[src/rtl/mdio_pkg.sv]
package mdio_pkg;

    localparam int ADDR_W = 5;
    localparam int DATA_W = 16;
    localparam int WORD_W = 32;

    // start pattern + opcode + two addresses
    localparam int HDR_FIELD_BITS = 2 + 2 + 2 * ADDR_W;

    localparam logic [1:0] START_PAT = 2'b01;

    typedef enum logic [1:0] {
        OP_RSVD_LO = 2'b00,
        OP_WRITE   = 2'b01,
        OP_READ    = 2'b10,
        OP_RSVD_HI = 2'b11
    } mdio_op_e;

    typedef struct packed {
        logic [1:0]        spare_hi;
        mdio_op_e          op;
        logic [ADDR_W-1:0] phy;
        logic [ADDR_W-1:0] regad;
        logic              spare_lo;
        logic              done;
        logic [DATA_W-1:0] data;
    } cmd_word_t;

    function automatic logic op_is_read(input mdio_op_e op);
        return op == OP_READ;
    endfunction

    // Frame body after the preamble, MSB sent first
    function automatic logic [HDR_FIELD_BITS+DATA_W-1:0] frame_body(input cmd_word_t c);
        return {START_PAT, c.op, c.phy, c.regad, c.data};
    endfunction

endpackage

[src/rtl/mdio_bit_timer.sv]
module mdio_bit_timer #(
    parameter int HALF_DIV = 4
) (
    input  logic clk,
    input  logic rst,
    input  logic run,
    output logic mdc,
    output logic sample_en,
    output logic bit_done
);
    localparam int PERIOD = 2 * HALF_DIV;
    localparam int CNT_W  = (PERIOD > 2) ? $clog2(PERIOD) : 1;

    logic [CNT_W-1:0] cnt;

    always_ff @(posedge clk) begin
        if (rst || !run) begin
            cnt <= '0;
        end else if (cnt == CNT_W'(PERIOD - 1)) begin
            cnt <= '0;
        end else begin
            cnt <= cnt + CNT_W'(1);
        end
    end

    // low half first, then high half; idle high
    assign mdc       = !run || (cnt >= CNT_W'(HALF_DIV));
    assign sample_en = run && (cnt == CNT_W'(HALF_DIV - 1));
    assign bit_done  = run && (cnt == CNT_W'(PERIOD - 1));

endmodule

[src/rtl/mdio_frame_tx.sv]
module mdio_frame_tx #(
    parameter int FRAME_W = 62,
    parameter int IDX_W   = 6
) (
    input  logic               clk,
    input  logic               rst,
    input  logic               load,
    input  logic               shift,
    input  logic [FRAME_W-1:0] frame_in,
    output logic               bit_out,
    output logic [IDX_W-1:0]   bit_idx
);
    logic [FRAME_W-1:0] sr;

    always_ff @(posedge clk) begin
        if (rst) begin
            sr      <= '1;
            bit_idx <= '0;
        end else if (load) begin
            sr      <= frame_in;
            bit_idx <= '0;
        end else if (shift) begin
            sr      <= {sr[FRAME_W-2:0], 1'b1};
            bit_idx <= bit_idx + IDX_W'(1);
        end
    end

    assign bit_out = sr[FRAME_W-1];

endmodule

[src/rtl/mdio_rx_capture.sv]
module mdio_rx_capture #(
    parameter int                DATA_W   = 16,
    parameter int                ADDR_W   = 5,
    parameter logic [ADDR_W-1:0] INT_ADDR = 5'd1,
    parameter logic [ADDR_W-1:0] EXT_ADDR = 5'd0
) (
    input  logic              clk,
    input  logic              rst,
    input  logic              clear,
    input  logic              sample,
    input  logic [ADDR_W-1:0] phy,
    input  logic              pin_int,
    input  logic              pin_ext,
    output logic [DATA_W-1:0] data
);
    logic sel_bit;

    // internal address has priority over external
    always_comb begin
        if (phy == INT_ADDR) begin
            sel_bit = pin_int;
        end else if (phy == EXT_ADDR) begin
            sel_bit = pin_ext;
        end else begin
            sel_bit = 1'b0;
        end
    end

    always_ff @(posedge clk) begin
        if (rst || clear) begin
            data <= '0;
        end else if (sample) begin
            data <= {data[DATA_W-2:0], sel_bit};
        end
    end

endmodule

[src/rtl/mdio_frame_engine.sv]
module mdio_frame_engine
    import mdio_pkg::*;
#(
    parameter int          CLK_DIV      = 4,
    parameter int          PRE_LEN      = 32,
    parameter logic [4:0]  INT_PHY_ADDR = 5'd1,
    parameter logic [4:0]  EXT_PHY_ADDR = 5'd0
) (
    input  logic        clk,
    input  logic        rst,
    input  logic        cmd_wr,
    input  logic [31:0] cmd_wdata,
    output logic [31:0] cmd_rdata,
    output logic        mdc,
    output logic        mdio_out,
    output logic        mdio_oe,
    input  logic        mdio_in_int,
    input  logic        mdio_in_ext
);
    localparam int HDR_BITS = PRE_LEN + HDR_FIELD_BITS;
    localparam int WR_BITS  = HDR_BITS + DATA_W;
    localparam int RD_BITS  = HDR_BITS + 1 + DATA_W;
    localparam int IDX_W    = $clog2(RD_BITS + 1);

    cmd_word_t         new_cmd;
    cmd_word_t         cmd_q;
    logic              busy;
    logic              accept;
    logic              is_rd;
    logic              sample_en;
    logic              bit_done;
    logic              last_bit;
    logic              rx_sample;
    logic [IDX_W-1:0]  bit_idx;
    logic [DATA_W-1:0] rd_data;
    logic [WR_BITS-1:0] frame_vec;

    assign new_cmd   = cmd_word_t'(cmd_wdata);
    assign accept    = cmd_wr && !busy;
    assign is_rd     = op_is_read(cmd_q.op);
    assign frame_vec = {{PRE_LEN{1'b1}}, frame_body(new_cmd)};
    assign last_bit  = bit_idx == (is_rd ? IDX_W'(RD_BITS - 1) : IDX_W'(WR_BITS - 1));
    assign rx_sample = sample_en && is_rd && (bit_idx > IDX_W'(HDR_BITS));

    mdio_bit_timer #(
        .HALF_DIV (CLK_DIV)
    ) u_timer (
        .clk       (clk),
        .rst       (rst),
        .run       (busy),
        .mdc       (mdc),
        .sample_en (sample_en),
        .bit_done  (bit_done)
    );

    mdio_frame_tx #(
        .FRAME_W (WR_BITS),
        .IDX_W   (IDX_W)
    ) u_tx (
        .clk      (clk),
        .rst      (rst),
        .load     (accept),
        .shift    (bit_done),
        .frame_in (frame_vec),
        .bit_out  (mdio_out),
        .bit_idx  (bit_idx)
    );

    mdio_rx_capture #(
        .DATA_W   (DATA_W),
        .ADDR_W   (ADDR_W),
        .INT_ADDR (INT_PHY_ADDR),
        .EXT_ADDR (EXT_PHY_ADDR)
    ) u_rx (
        .clk     (clk),
        .rst     (rst),
        .clear   (accept),
        .sample  (rx_sample),
        .phy     (cmd_q.phy),
        .pin_int (mdio_in_int),
        .pin_ext (mdio_in_ext),
        .data    (rd_data)
    );

    always_ff @(posedge clk) begin
        if (rst) begin
            busy  <= 1'b0;
            cmd_q <= '0;
        end else if (accept) begin
            busy       <= 1'b1;
            cmd_q      <= new_cmd;
            cmd_q.done <= 1'b0;
        end else if (busy && bit_done && last_bit) begin
            busy       <= 1'b0;
            cmd_q.done <= 1'b1;
            if (is_rd) begin
                cmd_q.data <= rd_data;
            end
        end
    end

    assign mdio_oe   = busy && (!is_rd || (bit_idx < IDX_W'(HDR_BITS)));
    assign cmd_rdata = cmd_q;

endmodule

[config.mk]
export PLATFORM = sky130hd
export DESIGN_NAME = mdio_frame_engine
export DESIGN_NICKNAME = d
export VERILOG_FILES = /design/src/rtl/mdio_pkg.sv /design/src/rtl/mdio_bit_timer.sv /design/src/rtl/mdio_frame_tx.sv /design/src/rtl/mdio_rx_capture.sv /design/src/rtl/mdio_frame_engine.sv
export SDC_FILE = /design/constraint.sdc
export NUM_CORES = 1
export LEC_CHECK = 0
export ABC_AREA = 1
export BUFFER_PORTS_ARGS = -buffer_cell sky130_fd_sc_hd__buf_2
export CAP_MARGIN = 20
export CORE_MARGIN = 3
export CORE_UTILIZATION = 61
export CTS_CLUSTER_SIZE = 40
export DETAILED_ROUTE_END_ITERATION = 6
export GPL_ROUTABILITY_DRIVEN = 0
export PLACE_DENSITY = 0.81
export SYNTH_ARGS = -nofsm -noshare
export SYNTH_HDL_FRONTEND = slang
export SYNTH_SLANG_ARGS = --single-unit
[constraint.sdc]
create_clock -name clk -period 5.1 [get_ports clk]
set_clock_uncertainty 0.2 [all_clocks]
set_input_delay 1.02 -clock clk [delete_from_list [all_inputs] [get_ports clk]]
set_output_delay 1.02 -clock clk [all_outputs]
set_load 0.01 [all_outputs]
# After elaboration in Yosys (flattened, before gate mapping)

Index checks and enable logic that the tools add are counted.

Order comparisons: 3
Mux-type cells: 10
Reductions and logical operators: 21
Equality and inequality tests: 5
$add $sub $neg: 2

Operators with widths:

| kind                                                  | count |
|---|---|
| two-way mux 30 bit                                    | 2 |
| two-way mux 16 bit                                    | 3 |
| logical AND 1 bit                                     | 8 |
| adder 6 x 1 -> 6 bit (second input constant)          | 1 |
| equality test 6 bit                                   | 1 |
| greater-than comparator 6 bit (second input constant) | 1 |
| < comparator 6 bit (second input constant)            | 1 |
| nonzero test 2 bit                                    | 3 |
| equality test 5 x 1 -> 1 bit (second input constant)  | 1 |
| logical NOT 5 bit                                     | 1 |
| logical OR 1 bit                                      | 4 |
| two-way mux 1 bit                                     | 4 |
| OR reduction 2 bit                                    | 2 |
| adder 3 x 1 -> 3 bit (second input constant)          | 1 |
| equality test 3 x 2 -> 1 bit (second input constant)  | 1 |
| equality test 3 bit (second input constant)           | 1 |
| >= comparator 3 bit (second input constant)           | 1 |
| equality test 2 bit (second input constant)           | 1 |
| logical NOT 1 bit                                     | 2 |
| two-way mux 2 bit                                     | 1 |
| AND reduction 2 bit                                   | 1 |

Bits in registers: 120
Output and inout port bits: 35
Input port bits: 37

# Logic depth before layout (Yosys ltp)

Gate-level depths: netlist of the first run.

Depth after elaboration: 6
Gate-level depth with buffers: 9
Mapped depth without buffers: 8

# By module

From an unflattened synthesis of the first run, not the netlist that was laid out.

Cell total of the unflattened synthesis: 675
Area, all modules: 5,272.6 sq um

By module, submodules not included:

| module            | area an instance (sq um) | times used | cells an instance | seq. area each (sq um) |
|---|---|---|---|---|
| mdio_frame_tx     | 2,817.7                  | 1          | 318               | 1,361.3 |
| mdio_frame_engine | 1,705.4                  | 1          | 259               | 660.6 |
| mdio_rx_capture   | 596.8                    | 1          | 79                | 320.3 |
| mdio_bit_timer    | 152.6                    | 1          | 19                | 60.1 |

# Worst setup path after synthesis of the first run

OpenSTA, ideal clock, no wires.

Kind: register to output
Start: register u_tx.bit_idx[3]
End: output port mdio_oe
Arrival time: 1,135 ps
Buffers on the path: 1
Setup slack: 2,745 ps
Stages on the path, launching flop included: 7
Data required time: 3,880 ps
Cells stage by stage: dfxtp_1 > nand2_2 > clkinv_2 > nand3_1 > nand2_2 > buf_2 > a21oi_1

Cells in the longest elaborated chain, start to end: 3

Ends and longest elaborated chain:

| item                     | line                     | source |
|---|---|---|
| start: declaration       | mdio_frame_tx.sv:11      | `output logic [IDX_W-1:0] bit_idx` |
| start signal: assignment | mdio_frame_tx.sv:24      | `bit_idx <= bit_idx + IDX_W'(1);` |
| < comparator 6 bit       | mdio_frame_engine.sv:102 | `assign mdio_oe = busy && (!is_rd \|\| (bit_idx < IDX_W'(HDR_BITS)));` |
| logical OR 1 bit         | mdio_frame_engine.sv:102 |  |
| logical AND 1 bit        | mdio_frame_engine.sv:102 |  |
| end: declaration         | mdio_frame_engine.sv:16  | `output logic mdio_oe,` |

No other way between the ends.

# Worst setup path in the final report of the first run

Ends and elaborated chain as after synthesis.

==> qor.csv, run 1 <==
metric;value;unit
crit_start;u_tx.bit_idx[3]$_SDFFE_PP0P_;
switching_share;0.2240;
initial_core_util;0.6480;
finalSetupViolCount;0;
ys_seq_elements;120;
grt_overflow;0;
die_h;94.95;um
htreeDepth;4;
p_comb_frac;0.065;
path_delay_family;simple AND/OR/NAND/NOR gates;
grt_pass1_vias;4188;
synth_warnings;0;
slew_headroom;0.3345;
numClockSinks;120;
vias;4465;
drive_gt1_frac;0.1726;
p_switching;546.2;uW
syn_area_per_cell;7.540;um2
drv_slew;0;
maxCapViolations;0;
hp-class;reg -> reg;
synthToLayoutAreaGrowth;19.47;%
cts_buffers;17;
grt_antenna_before_repair;0;
first_iter_violations;292;
cp-end-kind;output pin;
fin_nets;736;
die_w;94.95;um
p_int;1.893;mW
crit_required;3880;ps
diodes;0;
hold_start;u_timer.cnt[0]$_SDFF_PP0_;
crit_type;reg -> out;
crit_chain;nand2_2, clkinv_2, nand3_1, nand2_2, a21oi_1, buf_2;
cts_buffer_depth;2;
regToRegStartpoint;busy$_SDFFE_PP0P_;
cts_setup_buffers;0;
ys_async_sr_fraction;0;
multi_input_area;0.002028;mm2
cp_slowest_cell;dfxtp_1;
synth-edff-count;0;
final_antenna_net_count;0;
layout_common_cells;215 x nand2_1, 120 x dfxtp_1, 70 x buf_2;
synthCells;640;
drtPass1Iterations;5;
dp_hpwl;6.689;mm
irDropWorstVdd;0.2957;mV
cts_resized;0;
max_clock_freq;328.4;MHz
post-route-min-period;3045;ps
fin_tns_setup;0;ps
path_buf_inv;2;
wirelength;11.44;mm
outcome;complete, no violations;
pin_count;72;
worstPathArrival;1830;ps
regArea;0.002402;mm2
grt_pass1_wl;18.99;mm
p_seq_frac;0.408;
grt_max_degree;65;
worst-path-max-fanout;18;
die_area;0.009015;mm2
powerDensity;423.0;mW/mm2
clock_power_share;0.527;
tightest_slew;996.8;ps
period_share;0.5971;
drc;0;
final_common_cell;nand2_1;
row_count;31;
rsz0062_at_grt;no;
wl_per_cell;14.19;um
via_per_inst;5.540;
cp_common_cell;nand2_2;
cts_hold_buf;0;
critPathMaxStageDelay;350;ps
port_buffers;70;
insertion_delay;520;ps
syn_area;0.004826;mm2
cts_root_buf;clkbuf_8;
synth_fp_nets;682;
synthFlopType;dfxtp_1;
fin_area;0.005766;mm2
nFillCells;549;
dpl_cell_area;0.005124;mm2
worst_setup_path_start_kind;flip-flop;
core_area;0.007447;mm2
cts_tree;built;
leakage;2.620;nW
ys_seq_area_frac;0.4978;
clk_pin_slew;60;ps
synthDistinctLibCells;30;
grt_usage;0.2676;
hold_viol;0;
==> worst paths after layout <==
check	depth (start not counted)	endpoint	slack (ps)
worst min-delay path	1	u_timer.cnt[0]$_SDFF_PP0_	240
worst max-delay path	6	mdio_oe	2050
worst min register to register	1	u_timer.cnt[0]$_SDFF_PP0_	240
worst max register to register	7	u_rx.data[5]$_SDFFE_PP0P_	2440
==> power by group through the flow <==
| stage | sequential, mW | clock [mW] | combinational [mW] |
|---|---|---|---|
| global placement | 1.01 | 0 | 0.151 |
| detailed placement | 1.01 | 0 | 0.156 |
| finish | 0.996 | 1.29 | 0.158 |
| global route | 0.999 | 1.34 | 0.177 |
| CTS | 0.994 | 1.30 | 0.158 |
| floorplan | 1.02 | 0 | 0.103 |
==> per-stage QoR <==
stage	utilization	hold slack [ps]	setup slack (ps)	cells	total power, mW
6_report	0.7742	242.5	2055	806	2.439
3_5_place_dp	0.6880	221.5	1867	774	1.170
5_1_grt	0.7742	236.4	1887	806	2.516
4_1_cts	0.7742	229.2	2027	806	2.448
3_3_place_gp	0.6880	208.2	1961	774	1.164
2_1_floorplan	-	199.2	2745	640	1.120
==> final cells by class <==
cell class	instances	area share
Multi-Input combinational cell	429	0.3518
Clock buffer	19	0.07661
Inverter	54	0.03537
Sequential cell	120	0.4167
Timing Repair Buffer	72	0.06337
Tap cell	99	0.02148
Clock inverter	13	0.03472
==> sequential cells by signal, indices dropped and copies added, names as in the netlist <==
signal / flops
u_tx.sr: 62
u_timer.cnt: 3
u_rx.data: 16
u_tx.bit_idx: 6
cmd_rdata: 32
busy: 1
==> metal layers <==
layer  share of wire  global-route usage  vias up
met1            0.41              0.3094     2085
met5               0                   0        -
met4           0.016             0.09736        0
li1                -                   -     2201
met3           0.065             0.07809       25
met2            0.51              0.4680      154
==> worst register-to-register path: cells and delay by family, from the launching register on <==
kind          cells  cell delay, ps
simple gates      4             960
buf+inv           3             940
flops             1             490
==> synthesized netlist by cell type, types with 2 or more instances <==
master     number  area [um2]
nand3b_1        2       15.01
o22ai_1         6       37.54
o21ai_1         5       25.02
nor2_4          3       33.78
nand3_4         2       35.03
nand4_1        44       275.3
clkbuf_1       10       37.54
o21ai_0        18       90.09
a21oi_1        29       145.1
nand2_2         3       18.77
buf_6           3       33.78
nor3_1          2       10.01
inv_1          48       180.2
dfxtp_1       120        2402
buf_2          21       105.1
nor2_1         33       123.9
buf_1           2       7.510
nand3_1        53       265.3
inv_2           4       15.01
ha_1            5       62.56
nand2_1       215       807.0
o2111ai_1       2       17.52
nand2_4         3       33.78
==> cells by family (layout without fill, tap and decap cells) <==
group           Yosys count  count (layout)  synth area share
buf+inv                  91             158           0.08193
compound gates           61              61           0.06689
flops                   120             120            0.4978
xor+xnor                  1               1          0.001815
fa+ha+maj                 5               5           0.01296
simple gates            362             362            0.3386
No activity file was read; power rests on OpenSTA's default activity.
==> run 2: changes to the inputs <==
- CORE_UTILIZATION: 61 -> 51
- PLACE_DENSITY: 0.81 -> 0.71
- clock period: 5.1 -> 2.45 ns (I/O delays scaled with it)
==> run 2 against run 1 <==
  * Combinational power rose by 120%
  * Critical path type unchanged
  * Highest routed layer unchanged
  * Die area rose by 18%
  * Flip-flop and latch count did not move
  * Routed wire length fell by 3.6%
  * Via count fell by 3.4%
  * Total power rose by 94%
  * Final cell count rose by 2.2%
  * Clock-buffer cell count rose by 3
  * Sequential share of layout area fell by 0.25 points
  * Register-to-register slack got worse by 1900 ps
==> qor.csv, run 2 (synthesis gave the netlist of run 1 again) <==
metric;value;unit;change
grt_overflow;0;;unchanged
p_seq_frac;0.439;;+0.031
regMostFlops;u_tx.sr;;
grt_usage;0.2192;;-0.04842
post-route-min-period;2226;ps;
final_common_cell;nand2_1;;
fin_area;0.005801;mm2;+0.61%
fin_tns_setup;0;ps;unchanged
core_area;0.008934;mm2;+20%
cts_buffers;17;;unchanged
fin_nets;746;;+1.4%
initial_core_util;0.5402;;-0.1078
finalSetupViolCount;0;;unchanged
place_ws;473.3;ps;-1394 ps
tightest_slew;494.6;ps;-502.2 ps
grt_pass1_wl;18.40;mm;-3.1%
p_comb_frac;0.073;;+0.008
wirelength;11.03;mm;-3.6%
period_share;0.9085;;
die_h;103.3;um;+8.8%
cts_buffer_depth;2;;unchanged
drive_gt1_frac;0.1788;;+0.006211
grt_antenna_before_repair;0;;unchanged
cts_hold_buf;0;;unchanged
row_count;34;;+9.7%
layout_setup_ws;224.1;ps;-1831 ps
leakage;2.644;nW;+0.93%
die_w;103.3;um;+8.8%
crit_type;reg -> out;;
rsz0062_at_grt;no;;
cp_common_cell;nand2_2;;
crit_chain;nand2_2, clkinv_2, nand3_1, nand2_2, a21oi_1, buf_2;;
wl_per_cell;13.39;um;-5.7%
worst_setup_path_start_kind;flip-flop;;
vias;4314;;-3.4%
pin_count;72;;unchanged
cts_resized;0;;unchanged
crit_required;1760;ps;-2120 ps
p_total;4.720;mW;+94%
outcome;complete, no violations;;
worstPathArrival;1540;ps;-290 ps
dpl_cell_area;0.005248;mm2;+2.4%
final_antenna_net_count;0;;unchanged
cts_root_buf;clkbuf_8;;
grt_max_degree;41;;-37%
clk_pin_slew;50;ps;about the same
clock_power_share;0.488;;-0.039
cts_setup_buffers;0;;unchanged
maxCapViolations;0;;unchanged
via_per_inst;5.235;;-5.5%
p_int;3.639;mW;+92%
drc;0;;unchanged
drv_slew;0;;unchanged
rrSetupSlack;550;ps;-1890 ps
dp_hpwl;7.165;mm;+7.1%
max_clock_freq;449.3;MHz;
numClockSinks;120;;unchanged
placed_cells;793;;+2.5%
powerDensity;813.7;mW/mm2;+92%
worst-path-max-fanout;4;;-14
diodes;0;;unchanged
layout_common_cells;215 x nand2_1, 120 x dfxtp_1, 70 x buf_2;;
irDropWorstVdd;0.5422;mV;+83%
die_area;0.01067;mm2;+18%
largest_register_ffs;62;;unchanged
cp_slowest_cell;dfxtp_1;;
first_iter_violations;270;;-7.5%
hp-class;in -> reg;;
synthToLayoutAreaGrowth;20.20;%;
cp-end-kind;output pin;;
slew_headroom;0.6698;;+0.3353
finalNonFillerCells;824;;+2.2%
grt_pass1_vias;3972;;-5.2%
critPathMaxStageDelay;340;ps;about the same
port_buffers;70;;unchanged
insertion_delay;510;ps;about the same
htreeDepth;4;;unchanged
switching_share;0.2291;;+0.005152
hold_viol;0;;unchanged
p_switching;1.081;mW;+98%
cts_tree;built;;
drtPass1Iterations;4;;-1
## run 2: worst max-delay path: cells and delay by family (launching register included)
family	cells	cell delay (ps)
simple gates	3	290
compound gates	1	140
flops	1	340
buf+inv	2	260
## run 2: final cells by class
cell class                 instances  area, um2
clock inverter                     9      100.1
clock buffer                      22      452.9
fill                             772       3133
sequential                       120       2402
inverter                          54      203.9
multi-input combinational        429       2028
timing repair buffer              82      478.0
tap                              108      135.1
## run 2: final timing paths
check | from | endpoint | depth (start not counted)
setup / recovery | u_tx.bit_idx[3]$_SDFFE_PP0P_ | mdio_oe | 6
hold / removal | cmd_wdata[9] | u_tx.sr[9]$_SDFFE_PP1P_ | 3
setup reg to reg | busy$_SDFFE_PP0P_ | cmd_rdata[26]$_SDFFE_PP0P_ | 6
hold reg to reg | u_timer.cnt[0]$_SDFF_PP0_ | u_timer.cnt[0]$_SDFF_PP0_ | 1
## run 2: power groups by stage
stage	clock (mW)	sequential, mW	combinational, mW
2_1_floorplan	0	2.12	0.215
3_3_place_gp	0	2.11	0.336
3_5_place_dp	0	2.11	0.344
4_1_cts	2.34	2.07	0.347
5_1_grt	2.44	2.08	0.391
6_report	2.30	2.07	0.344
## run 2: metal layers
metal	vias up	wire (um)	GRT usage
met5	-	0	0
met4	0	125	0.09363
met3	12	577	0.05634
met2	105	5557	0.3710
met1	1993	4773	0.2640
li1	2204	-	-
## run 2: per-stage QoR
stage	hold WS, ps	util
after floorplan	199.2	-
after global placement	207.3	0.5874
after detailed placement	219.5	0.5874
after CTS	9.039	0.6493
after global routing	17.61	0.6493
final	24.72	0.6493
==> run 3: changes to the inputs <==
--- a/config.mk
+++ b/config.mk
@@ -6,9 +6,8 @@
 export NUM_CORES = 1
 export LEC_CHECK = 0
-export ABC_AREA = 1
 export BUFFER_PORTS_ARGS = -buffer_cell sky130_fd_sc_hd__buf_2
 export CAP_MARGIN = 20
 export CORE_MARGIN = 3
-export CORE_UTILIZATION = 51
+export CORE_UTILIZATION = 50
 export CTS_CLUSTER_SIZE = 40
 export DETAILED_ROUTE_END_ITERATION = 6
--- a/constraint.sdc
+++ b/constraint.sdc
@@ -3,3 +3,3 @@
 set_input_delay 0.49 -clock clk [delete_from_list [all_inputs] [get_ports clk]]
 set_output_delay 0.49 -clock clk [all_outputs]
-set_load 0.01 [all_outputs]
+set_load 0.05 [all_outputs]
==> run 3 against run 2 <==
  * Via count decreased by 8.8%
  * Non-clock buffer count increased by 8
  * Synthesized cell count decreased by 15%
  * Critical path depth decreased by 3
  * Core utilization decreased by 1.0 points
  * Sequential share of layout area increased by 1.5 points
  * Worst hold slack got worse by 5.2 ps
  * Highest routed layer unchanged
  * Clock-buffer cell count decreased by 2
  * Final area decreased by 3.5%
==> qor.csv, run 3 <==
metric;value;unit;change
first_iter_violations;238;;-12%
row_count;34;;unchanged
worstPathArrival;1700;ps;+160 ps
irDropWorstVdd;0.3764;mV;-31%
rrSetupSlack;350;ps;-200 ps
diodes;0;;unchanged
cts_setup_buffers;0;;unchanged
drv_slew;0;;unchanged
vias;3933;;-8.8%
tightest_slew;592.8;ps;+98.17 ps
cts_root_buf;clkbuf_8;;
wl_met2;4.838;mm;-13%
yosysMostFrequentCell;nand2_1;;
top_layer;met4;;
layout_common_cells;179 x nand2_1, 120 x dfxtp_1, 70 x buf_2;;
worst-path-max-fanout;7;;+3
wl_per_cell;13.88;um;+3.7%
final_antenna_net_count;0;;unchanged
crit_type;reg -> out;;
die_area;0.01026;mm2;-3.8%
outcome;complete, no violations;;
ys_seq_area_frac;0.5294;;+0.03157
grt_usage;0.2096;;-0.009593
hold_viol;0;;unchanged
die_w;101.3;um;-1.9%
initial_core_util;0.5178;;-0.02235
synth_compound_gate_area_share;0.1447;;+0.07786
reg2reg_depth;6;;unchanged
min_to;u_tx.sr[12]$_SDFFE_PP1P_;;
synth_top_family_by_area;simple AND/OR/NAND/NOR gates;;
cts_buffer_depth;2;;unchanged
fin_tns_setup;0;ps;unchanged
grt_pass1_vias;3684;;-7.3%
wl_met1;4.552;mm;-4.6%
numClockSinks;120;;unchanged
yosysTopAreaCell;dfxtp_1;;
htreeDepth;4;;unchanged
syn_area;0.004538;mm2;-6.0%
drive_gt1_frac;0.1987;;+0.01995
maxCapViolations;0;;unchanged
slew_headroom;0.6035;;-0.06625
hold_start;cmd_wdata[12];;
grt_overflow;0;;unchanged
cts_tree;built;;
hold_ws;19.55;ps;-5.178 ps
pin_count;72;;unchanged
core_area;0.008763;mm2;-1.9%
synth_fp_nets;585;;-14%
cts_buffers;17;;unchanged
regMostFlops;u_tx.sr;;
synth_xor_area_frac;0.009650;;+0.007835
syn_area_per_cell;8.357;um2;+11%
port_buffers;70;;unchanged
synth-edff-count;0;;unchanged
fin_nets;653;;-12%
leakage;2.454;nW;-7.2%
finalSetupViolCount;0;;unchanged
synthCells;543;;-15%
crit_start;u_tx.bit_idx[4]$_SDFFE_PP0P_;;
nFillCells;752;;-2.6%
powerDensity;862.7;mW/mm2;+6.0%
synthToLayoutAreaGrowth;23.38;%;
dp_hpwl;6.535;mm;-8.8%
synth_top_cells_by_count;179 x nand2_1, 120 x dfxtp_1, 61 x nand3_1;;
ys_async_sr_fraction;0;;unchanged
max_clock_freq;417.9;MHz;-7.0%
synth_warnings;0;;unchanged
final_util;0.6389;;-0.01038
fin_area;0.005599;mm2;-3.5%
post-route-min-period;2393;ps;+167.0 ps
yosys.area_share.adder;0.01379;;+0.0008221
hp-class;in -> reg;;
rr_endpoint;cmd_rdata[9]$_SDFFE_PP0P_;;
synthFlopType;dfxtp_1;;
grt_pass1_wl;17.22;mm;-6.5%
period_share;0.9767;;+0.06818
regToRegStartpoint;u_timer.cnt[0]$_SDFF_PP0_;;
synth-simple-area-share;0.2528;;-0.08578
grt_antenna_before_repair;0;;unchanged
synth_top_cell_area_share;0.5294;;+0.03157
dpl_cell_area;0.004946;mm2;-5.7%
wirelength;10.16;mm;-7.9%
placed_cells;692;;-13%
cp-end-kind;output pin;;
finalNonFillerCells;732;;-11%
crit_required;1760;ps;about the same
insertion_delay;510;ps;about the same
drc;0;;unchanged
yosys-mux-area-fraction;0.002481;;+0.002481
synthDistinctLibCells;37;;+23%
drtPass1Iterations;5;;+1
worst_setup_path_start_kind;flip-flop;;
rsz0062_at_grt;no;;
route.met3.wl;641;um;+11%
synthTopCellsByArea;dfxtp_1 53%, nand2_1 15%, nand3_1 6.7%;;
clk_pin_slew;60;ps;about the same
final_common_cell;nand2_1;;
largest_register_ffs;62;;unchanged
hold_path_depth;3;;unchanged
ys_seq_elements;120;;unchanged
grt_max_degree;67;;+63%
die_h;101.3;um;-1.9%
via_per_inst;5.373;;+2.6%
run 3: changes by cell type in the layout (fill, tap and decap cells not counted), moves of 4 or more:
cell	before	now
a21oi_1	29	44
a221oi_1	0	15
a22oi_1	0	15
clkinv_2	6	1
dlygate4sd3_1	0	8
inv_1	48	2
inv_2	4	0
nand2_1	215	179
nand3_1	53	61
nand4_1	44	3
nor2_1	33	10
o21ai_1	5	0
o22ai_1	6	0
xor2_1	0	4
run 3: repair_timing:
action                                 4_1_cts  5_1_grt
hold buffers                                 8        0
resized for setup                            0        0
endpoints found under the hold margin        8        0
run 3: final cells by class:
type | count | area [um2] | area share
Sequential cell | 120 | 2402 | 0.4290
Clock buffer | 20 | 455.4 | 0.08134
Inverter | 2 | 7.507 | 0.001341
Tap cell | 108 | 135.1 | 0.02413
Clock inverter | 12 | 117.6 | 0.02101
Timing Repair Buffer | 90 | 545.5 | 0.09743
Multi-Input combinational cell | 380 | 1936 | 0.3457
run 3: how the worst max path moves through the flow:
stage	to	slack (ps)
floorplan	mdio_oe	450
global placement	u_tx.bit_idx[4]$_SDFFE_PP0P_	430
detailed placement	cmd_rdata[9]$_SDFFE_PP0P_	350
CTS	mdio_oe	40
global route	mdio_oe	5
finish	mdio_oe	60
run 3: metrics by stage:
step | worst slack, ps | total power [mW]
global placement | 431.7 | 2.515
floorplan | 453.4 | 2.403
CTS | 37.14 | 4.870
finish | 57.12 | 4.830
detailed placement | 352.4 | 2.527
global route | 4.649 | 5.000
run 3: critical path: stages (launching register included):
cell and delay [ps]:
dfxtp_1 410, a31oi_1 330, o21a_1 190, buf_2 260
run 3: power by group:
group / total [mW] / internal, mW / switching (mW)
Clock: 2.34 / 1.44 / 0.901
Combinational: 0.423 / 0.136 / 0.287
Sequential: 2.07 / 2.03 / 0.0441
run 3: routing by layer:
metal | track usage | up-vias
met3 | 0.07231 | 12
met4 | 0.07975 | 0
li1 | - | 1984
met1 | 0.2675 | 1840
met5 | 0 | -
met2 | 0.3285 | 97
run 3: kinds of logic after synthesis:
group | Yosys count
muxes | 1
AOI/OAI and AO/OA | 100
DFF | 120
adders and majority gates | 5
buffers and inverters | 43
xor gates and xnor gates | 5
and+or+nand+nor | 269
